==> config.mk <==
export PLATFORM = sky130hd
export DESIGN_NAME = ld_st_addr_guard
export DESIGN_NICKNAME = d
export VERILOG_FILES = /design/src/rtl/agd_pkg.sv /design/src/rtl/agd_size_decode.sv /design/src/rtl/agd_window_match.sv /design/src/rtl/agd_rule_engine.sv /design/src/rtl/ld_st_addr_guard.sv
export SDC_FILE = /design/constraint.sdc
export NUM_CORES = 1
export LEC_CHECK = 0
export BUFFER_PORTS_ARGS = -buffer_cell sky130_fd_sc_hd__buf_2
export CAP_MARGIN = 20
export CELL_PAD_IN_SITES_DETAIL_PLACEMENT = 1
export CELL_PAD_IN_SITES_GLOBAL_PLACEMENT = 1
export CORE_MARGIN = 10
export CORE_UTILIZATION = 29
export CTS_CLUSTER_DIAMETER = 60
export DETAILED_ROUTE_END_ITERATION = 16
export GPL_TIMING_DRIVEN = 0
export PLACE_DENSITY = 0.79
export SYNTH_ARGS = -nofsm -noshare
export SYNTH_HDL_FRONTEND = slang
export SYNTH_SLANG_ARGS = --single-unit
==> constraint.sdc <==
create_clock -name clk -period 1.04 [get_ports clk]
set_input_delay 0 -clock clk [delete_from_list [all_inputs] [get_ports clk]]
set_output_delay 0 -clock clk [all_outputs]
set_load 0.1 [all_outputs]
==> src/rtl/agd_pkg.sv <==
package agd_pkg;

  localparam int ADDR_W = 32;
  localparam int LOW_W  = 4;

  localparam logic [2:0] SZ_B1  = 3'd0;
  localparam logic [2:0] SZ_B2  = 3'd1;
  localparam logic [2:0] SZ_B4  = 3'd2;
  localparam logic [2:0] SZ_B8  = 3'd3;
  localparam logic [2:0] SZ_B16 = 3'd4;

  typedef struct packed {
    logic misalign;
    logic acc_err;
    logic acc_exc;
    logic store_err;
    logic bad_size;
  } agd_flags_t;

  function automatic logic size_legal(input logic [2:0] code);
    return code <= SZ_B16;
  endfunction

  function automatic logic [LOW_W-1:0] size_mask(input logic [2:0] code);
    logic [LOW_W-1:0] m;
    case (code)
      SZ_B2:   m = 4'h1;
      SZ_B4:   m = 4'h3;
      SZ_B8:   m = 4'h7;
      SZ_B16:  m = 4'hF;
      default: m = 4'h0;
    endcase
    return m;
  endfunction

  function automatic logic in_range(input logic [ADDR_W-1:0] a,
                                    input logic [ADDR_W-1:0] lo,
                                    input logic [ADDR_W-1:0] hi);
    return (a >= lo) && (a <= hi);
  endfunction

endpackage

==> src/rtl/agd_size_decode.sv <==
module agd_size_decode
  import agd_pkg::*;
(
  input  logic [2:0]       size_code,
  output logic [LOW_W-1:0] mask,
  output logic             bad,
  output logic             is_dword
);
  always_comb begin
    bad      = !size_legal(size_code);
    mask     = size_mask(size_code);
    is_dword = (size_code == SZ_B8);
  end
endmodule

==> src/rtl/agd_window_match.sv <==
module agd_window_match
  import agd_pkg::*;
#(
  parameter logic [ADDR_W-1:0] LO = '0,
  parameter logic [ADDR_W-1:0] HI = '1
) (
  input  logic [ADDR_W-1:0] addr,
  output logic              hit
);
  always_comb hit = in_range(addr, LO, HI);
endmodule

==> src/rtl/agd_rule_engine.sv <==
module agd_rule_engine
  import agd_pkg::*;
#(
  parameter int N_WIN = 4
) (
  input  logic             variant_b,
  input  logic             is_store,
  input  logic             is_dword,
  input  logic             misaligned,
  input  logic             bad,
  input  logic             emask,
  input  logic [N_WIN-1:0] hits,
  output agd_flags_t       flags
);
  // hit index map: 0 = variant A wide-access window, 1/2 = variant B
  // error windows, 3 = variant B exception window
  logic [N_WIN-1:0] gh;
  logic             a_win, b_err_win;

  always_comb begin
    gh        = bad ? '0 : hits;
    a_win     = is_dword && gh[0];
    b_err_win = gh[1] || gh[2];
    flags     = '0;
    flags.bad_size = bad;
    if (!variant_b) begin
      flags.acc_err   = (misaligned && !emask) || (a_win && !is_store);
      flags.store_err = a_win && is_store;
    end else begin
      flags.misalign  = misaligned;
      flags.acc_err   = b_err_win && !is_store;
      flags.store_err = b_err_win && is_store;
      flags.acc_exc   = gh[3];
    end
  end
endmodule

==> src/rtl/ld_st_addr_guard.sv <==
module ld_st_addr_guard
  import agd_pkg::*;
#(
  parameter int                         N_WIN  = 4,
  parameter logic [N_WIN-1:0][ADDR_W-1:0] WIN_LO = {32'hFE000000, 32'hFE800000,
                                                  32'hFEFF0600, 32'hFE800000},
  parameter logic [N_WIN-1:0][ADDR_W-1:0] WIN_HI = {32'hFE7FFFFF, 32'hFEFEFFFF,
                                                  32'hFEFF7FFF, 32'hFEFFFFFF}
) (
  input  logic              clk,
  input  logic              rst,
  input  logic              req_valid,
  input  logic [ADDR_W-1:0] req_addr,
  input  logic [2:0]        req_size,
  input  logic              req_store,
  input  logic              req_variant,
  input  logic              align_exc_mask,
  output logic              rsp_valid,
  output logic [ADDR_W-1:0] rsp_addr,
  output logic              rsp_misalign,
  output logic              rsp_acc_err,
  output logic              rsp_acc_exc,
  output logic              rsp_store_err,
  output logic              rsp_bad_size
);
  logic [LOW_W-1:0]  low_mask;
  logic              size_bad, size_dword;
  logic              misaligned;
  logic [ADDR_W-1:0] fixed_addr;
  logic [N_WIN-1:0]  win_hit;
  agd_flags_t        cur_flags;
  agd_flags_t        flags_q;

  agd_size_decode u_size (
    .size_code (req_size),
    .mask      (low_mask),
    .bad       (size_bad),
    .is_dword  (size_dword)
  );

  always_comb begin
    misaligned = |(req_addr[LOW_W-1:0] & low_mask);
    fixed_addr = {req_addr[ADDR_W-1:LOW_W], req_addr[LOW_W-1:0] & ~low_mask};
  end

  // window comparisons use the corrected address
  for (genvar g = 0; g < N_WIN; g++) begin : g_win
    agd_window_match #(.LO(WIN_LO[g]), .HI(WIN_HI[g])) u_win (
      .addr (fixed_addr),
      .hit  (win_hit[g])
    );
  end

  agd_rule_engine #(.N_WIN(N_WIN)) u_rules (
    .variant_b  (req_variant),
    .is_store   (req_store),
    .is_dword   (size_dword),
    .misaligned (misaligned),
    .bad        (size_bad),
    .emask      (align_exc_mask),
    .hits       (win_hit),
    .flags      (cur_flags)
  );

  always_ff @(posedge clk) begin
    if (rst) begin
      rsp_valid <= 1'b0;
      rsp_addr  <= '0;
      flags_q   <= '0;
    end else begin
      rsp_valid <= req_valid;
      if (req_valid) begin
        rsp_addr <= fixed_addr;
        flags_q  <= cur_flags;
      end else begin
        flags_q  <= '0;
      end
    end
  end

  always_comb begin
    rsp_misalign  = flags_q.misalign;
    rsp_acc_err   = flags_q.acc_err;
    rsp_acc_exc   = flags_q.acc_exc;
    rsp_store_err = flags_q.store_err;
    rsp_bad_size  = flags_q.bad_size;
  end
endmodule

==> flow_metrics.env, run 1 <==
export IMPL_drt_wl_total_um=5610
export IMPL_r2r_start="rsp_addr[16]"
export IMPL_nets=310
export IMPL_fp_dieH_um=93.0
export IMPL_seq_area_frac_synth_pct=49.2
export IMPL_drive_above_1_share_pct=46.3
export IMPL_drv_slew=0
export IMPL_grt_pass1_vias=1729
export IMPL_clk_pin_slew_ns=0.08
export IMPL_grt_max_degree=12
export IMPL_peakVddDrop_uv=779
export IMPL_slowest_delay_ns=0.41
export IMPL_post_route_period_util_pct=96.7
export IMPL_crit_fanout=1
export IMPL_min_period_ns=1.01
export IMPL_vias_per_cell=4.64
export IMPL_slew_headroom_pct=65.4
export IMPL_final_antenna_net_count=0
export IMPL_cp_end_kind="output pin"
export IMPL_place_hpwl_um=4120
export IMPL_clock_skew_ns=0
export IMPL_maxCapViolCount=0
export IMPL_syn_to_final_growth_pct=63.0
export IMPL_io_pin_count=79
export IMPL_critical_path_cell_chain="buf_2"
export IMPL_grt_pass1_wl_um=8940
export IMPL_yosysWarnings=0
export IMPL_insertion_delay_ns=0.28
export IMPL_synth_top_cell_area_share_pct=49.2
export IMPL_rsz0062_at_grt="true"
export IMPL_die_area_um2=8650
export IMPL_setup_violations=0
export IMPL_syn_instance_count=160
export IMPL_cts_tree="done"
export IMPL_grt_overflow_total=0
export IMPL_syn_avg_cell_area_um2=9.66
export IMPL_stdcell_count=340
export IMPL_start_kind="flip-flop"
export IMPL_synthDistinctLibCells=31
export IMPL_drc=0
export IMPL_hp_start="req_addr[3]"
export IMPL_cts_made_buffers=5
export IMPL_first_iter_violations=42
export IMPL_cts_root_buf="clkbuf_8"
export IMPL_wl_per_cell_um=16.5
export IMPL_place_congestion=0.799
export IMPL_totalPowerFinal_mw=3.78
export IMPL_num_rows=26
export IMPL_cts_max_path_buffers=2
export IMPL_ys_ff_latch=38
export IMPL_total_leakage_power_nw=1.17
export IMPL_cts_setup_buffers=0
export IMPL_cts_sinks=38
export IMPL_hold_class="in2reg"
export IMPL_tns_ns=0
export IMPL_n_antenna_cell=0
export IMPL_crit_buf_inv=1
export IMPL_die_width_um=93.0
export IMPL_worstPathArrival_ns=1.01
export IMPL_critPathSlowestCell="buf_2"
export IMPL_initial_core_util_pct=30.1
export IMPL_synth_net_count=201
export IMPL_cp_data_required_time_ns=1.04
export IMPL_yosysTopAreaCell="dfxtp_1"
export IMPL_path_class="reg2out"
export IMPL_tightestPinTransition_ns=0.520
export IMPL_finalHoldViolCount=0
export IMPL_io_buffers=76
export IMPL_num_vias=1576
export IMPL_grt_usage_pct=13.0
export IMPL_yosys_top_cells_area="dfxtp_1, mux2i_1, nor2_1"
export IMPL_status="finished, final reports clean"
export IMPL_startpoint="rsp_acc_exc"
export IMPL_dr_pass1_iters=4
export IMPL_cp_top_family="buffers and inverters"
export IMPL_p_per_area_nw_per_um2=1500
export IMPL_antenna_found_initial=0
export IMPL_ctsHtreeMaxLevel=2
export IMPL_dp_cells=306
export IMPL_synthesis_area_um2=1550
export IMPL_fmax_mhz=994
export IMPL_core_um2=5140
[Yosys cell counts (all sizes together)]
| master | n |
|---|---|
| nor4 | 2 |
| o22ai | 1 |
| nor4b | 1 |
| and3 | 2 |
| clkbuf | 5 |
| mux2i | 29 |
| nand4b | 2 |
| nand2 | 5 |
| o311ai | 1 |
| a21oi | 5 |
| and4 | 1 |
| inv | 1 |
| o21a | 1 |
| or3b | 1 |
| nand3 | 4 |
| o21ai | 1 |
| nand2b | 5 |
| a311oi | 1 |
| or2 | 1 |
| o211a | 1 |
| nor2 | 32 |
| and2 | 1 |
| nor3 | 6 |
| o21bai | 1 |
| nor2b | 1 |
| a41oi | 1 |
| buf | 3 |
| o21ba | 1 |
| nand4 | 6 |
| dfxtp | 38 |
[cell usage in the layout, fill, tap and decap left out, drive strengths merged, types with 4 or more instances in the layout]
cell type	count
a21oi	5
nand3	4
nand4	6
nand2b	5
dlygate4sd3	26
nand2	5
mux2i	29
dfxtp	38
buf	70
nor2	32
clkbuf	21
nor3	6
[cell type report]
cell class / instances / area, um^2
Multi-Input combinational cell: 113 / 766
Sequential cell: 38 / 801
Tap cell: 70 / 87.6
Fill cell: 628 / 2620
Clock buffer: 7 / 86.3
Clock inverter: 1 / 5.00
Inverter: 1 / 3.75
Timing Repair Buffer: 102 / 733
Buffer: 8 / 36.3
[repair_timing]
item | CTS | global route
hold buffers | 26 | 0
setup endpoints to repair | 29 | 11
hold endpoints to repair | 26 | 0
resized for setup | 29 | 12
[kinds of logic (layout without fill, tap and decap cells)]
logic type             count (synthesis)  in the layout  share of synthesized area [%]
AND/OR/NAND/NOR                       70             70                           22.8
buffers and inverters                  9            119                           2.43
AO/OA/AOI/OAI                         14             14                           6.72
multiplexers                          29             29                           18.8
flip-flops                            38             38                           49.2
[state kept, by name (all words and copies together), names as in the netlist]
register,cells
rsp_store_err,1
rsp_acc_exc,1
rsp_addr,32
rsp_bad_size,1
rsp_valid,1
rsp_acc_err,1
rsp_misalign,1
[per-stage QoR]
stage	instance area, um^2	utilization (%)	hold slack [ns]	setup WS [ns]
floorplan	1590	-	0.0767	-0.0272
global placement	2050	39.9	0.232	-0.245
detailed placement	2050	39.9	0.237	-0.260
CTS	2480	48.2	0.00235	0.0000810
global route	2520	49.0	0.0186	-0.0205
finish	2520	49.0	0.0122	0.0344
[where the power goes]
part           switching (mW)  internal (mW)
registers              0.0374           1.55
clock network           0.517          0.535
logic                   0.818          0.324
[routing by layer]
metal | part of all wire (%) | wire (um) | vias up | global-route usage [%]
met4 | 1.2 | 65 | 0 | 3.47
met3 | 7.2 | 403 | 8 | 5.20
met1 | 42 | 2340 | 732 | 14.3
met5 | 0 | 0 | - | 0
met2 | 50 | 2800 | 48 | 22.8
li1 | - | - | 788 | -
[final timing paths]
| check | endpoint | slack, ns | cells past startpoint |
|---|---|---|---|
| max reg2reg | rsp_addr[16] | 0.34 | 2 |
| min | rsp_addr[3] | 0.01 | 3 |
| min reg2reg | rsp_addr[2] | 0.48 | 2 |
| max | rsp_acc_exc | 0.03 | 1 |
Power figures use the tool's default switching activity.
==> run 2, diff against run 1 <==
--- a/config.mk
+++ b/config.mk
@@ -5,12 +5,13 @@
 export SDC_FILE = /design/constraint.sdc
 export NUM_CORES = 1
 export LEC_CHECK = 0
+export ABC_AREA = 1
 export BUFFER_PORTS_ARGS = -buffer_cell sky130_fd_sc_hd__buf_2
 export CAP_MARGIN = 20
 export CELL_PAD_IN_SITES_DETAIL_PLACEMENT = 1
 export CELL_PAD_IN_SITES_GLOBAL_PLACEMENT = 1
 export CORE_MARGIN = 10
-export CORE_UTILIZATION = 29
+export CORE_UTILIZATION = 27
 export CTS_CLUSTER_DIAMETER = 60
 export DETAILED_ROUTE_END_ITERATION = 16
 export GPL_TIMING_DRIVEN = 0
==> flow_metrics.env, run 2 <==
export IMPL_synthDistinctLibCells=18
export IMPL_dr_pass1_iters=3
export IMPL_tightestPinTransition_ns=0.564
export IMPL_crit_fanout=2
export IMPL_fmax_mhz=1050
export IMPL_cts_sinks=38
export IMPL_final_cell_mix="nor2_1, buf_2, o21ai_0, dlygate4sd3_1"
export IMPL_stdcell_count=411
export IMPL_final_common_cell="nor2_1"
export IMPL_insertion_delay_ns=0.29
export IMPL_synth_most_common_cell="nor2_1"
export IMPL_cts_max_path_buffers=2
export IMPL_drc=0
export IMPL_grt_max_degree=13
export IMPL_yosysTopAreaCell="dfxtp_1"
export IMPL_place_congestion=0.755
export IMPL_synth_common_cells="nor2_1, dfxtp_1, o21ai_0"
export IMPL_drv_slew=0
export IMPL_die_area_um2=9170
export IMPL_fin_worst_hold_slack_ns=0.00725
export IMPL_worstPathArrival_ns=1.15
export IMPL_fp_dieH_um=95.7
export IMPL_yosysWarnings=0
export IMPL_seq_area_frac_synth_pct=49.1
export IMPL_cts_root_buf="clkbuf_8"
export IMPL_synth_flop_cell="dfxtp_1"
export IMPL_finalHoldViolCount=0
export IMPL_wl_per_cell_um=15.7
export IMPL_grt_usage_pct=14.2
export IMPL_ctsHtreeMaxLevel=2
export IMPL_total_leakage_power_nw=1.28
export IMPL_maxCapViolCount=0
export IMPL_die_width_um=95.7
export IMPL_grt_overflow_total=0
export IMPL_fillCellCount=736
export IMPL_status="finished, final reports clean"
export IMPL_io_buffers=78
export IMPL_nets=379
export IMPL_post_route_period_util_pct=91.9
export IMPL_syn_avg_cell_area_um2=7.04
export IMPL_final_antenna_net_count=0
export IMPL_dp_cells=370
export IMPL_synthesis_area_um2=1550
export IMPL_syn_to_final_growth_pct=71.2
export IMPL_cts_made_buffers=5
export IMPL_core_um2=5540
export IMPL_cp_data_required_time_ns=1.23
export IMPL_grt_pass1_vias=2036
export IMPL_path_class="in2reg"
export IMPL_setup_violations=0
export IMPL_totalPowerFinal_mw=4.49
export IMPL_antenna_found_initial=0
export IMPL_regMostFlops="rsp_addr"
export IMPL_syn_instance_count=220
export IMPL_first_iter_violations=58
export IMPL_min_period_ns=0.956
export IMPL_synth_top_cell_area_share_pct=49.1
export IMPL_synth_net_count=261
export IMPL_async_reset_ff_share_pct=0
export IMPL_cts_setup_buffers=0
export IMPL_n_antenna_cell=0
export IMPL_start_kind="primary input"
export IMPL_cp_end_kind="flip-flop"
export IMPL_cts_tree="done"
export IMPL_final_util_pct=47.9
export IMPL_yosys_top_cells_area="dfxtp_1, nor2_1, o21ai_0"
export IMPL_peakVddDrop_uv=752
export IMPL_place_hpwl_um=4510
export IMPL_grt_pass1_wl_um=10100
export IMPL_slew_headroom_pct=62.4
export IMPL_clk_pin_slew_ns=0.08
export IMPL_drive_above_1_share_pct=38.9
export IMPL_drt_wl_total_um=6470
export IMPL_largest_reg_flops=32
export IMPL_vias_per_cell=4.59
export IMPL_io_pin_count=79
export IMPL_initial_core_util_pct=28.0
export IMPL_p_per_area_nw_per_um2=1690
export IMPL_tns_ns=0
export IMPL_num_vias=1886
export IMPL_ys_ff_latch=38
export IMPL_synth_edff_count=0
export IMPL_clock_skew_ns=0
export IMPL_num_rows=27
export IMPL_hold_class="in2reg"
[run 2: routing by layer]
metal  global-route usage, %  part of all wire [%]  routed length, um  vias up
li1                        -                     -                  -      944
met1                    15.3                    40               2620      896
met2                    26.1                    53               3420       40
met3                    4.36                   5.5                359        6
met4                    4.05                   1.2                 78        0
met5                       0                     0                  0        -
[run 2: stage by stage]
| step | cell area [um^2] | worst slack, ns |
|---|---|---|
| floorplan | 1590 | 0.0885 |
| global placement | 2070 | -0.0833 |
| detailed placement | 2070 | -0.0653 |
| CTS | 2620 | 0.0112 |
| global route | 2650 | -0.00509 |
| finish | 2650 | 0.0839 |
[run 2: critical path, cell delays in order]
cell and delay, ns:
dlygate4sd3_1 0.53, buf_2 0.13, a21oi_2 0.17, nand3_1 0.10, nand2_1 0.07, nand2_1 0.04
nand2_1 0.06, a21oi_2 0.03
[run 2: repair_timing]
item	in CTS	in global routing
pin swaps	0	2
hold buffers	33	1
setup endpoints to repair	32	7
hold endpoints to repair	35	1
resized for setup	32	10
[run 2: path summary, 6_finish.rpt]
check / from / to / slack, ns / depth (start not counted)
worst max-delay path: req_addr[2] / rsp_acc_err / 0.08 / 8
worst min-delay path: req_addr[23] / rsp_addr[23] / 0.007 / 3
worst max register to register: rsp_addr[14] / rsp_addr[14] / 0.34 / 2
worst min register to register: rsp_addr[21] / rsp_addr[21] / 0.49 / 2
[run 2: report_power, final]
| part | leakage (nW) | switching (mW) | internal [mW] | total (mW) |
|---|---|---|---|---|
| clock network | 0.0714 | 0.562 | 1.02 | 1.59 |
| registers | 0.324 | 0.0431 | 1.56 | 1.61 |
| logic | 0.885 | 0.968 | 0.334 | 1.30 |
| total | 1.28 | 1.57 | 2.92 | 4.49 |
[run 2: logic make-up (layout without fill, tap and decap cells)]
kind of cell	count (synthesis)	after routing	synth area share (%)
DFF	38	38	49.1
and+or+nand+nor	111	111	29.2
buffers and inverters	26	145	6.38
AOI/OAI and AO/OA	45	45	15.3
[run 2: area by class of cell]
class,count,area [um^2],share of cell area [%]
repair buffers,111,823,31.1
flip-flops and latches,38,801,30.2
multi-input cells,156,696,26.2
well taps,72,90.1,3.40
clock buffers,6,82.6,3.11
inverters,17,63.8,2.41
clock inverters,2,60.1,2.27
plain buffers,9,35.0,1.32
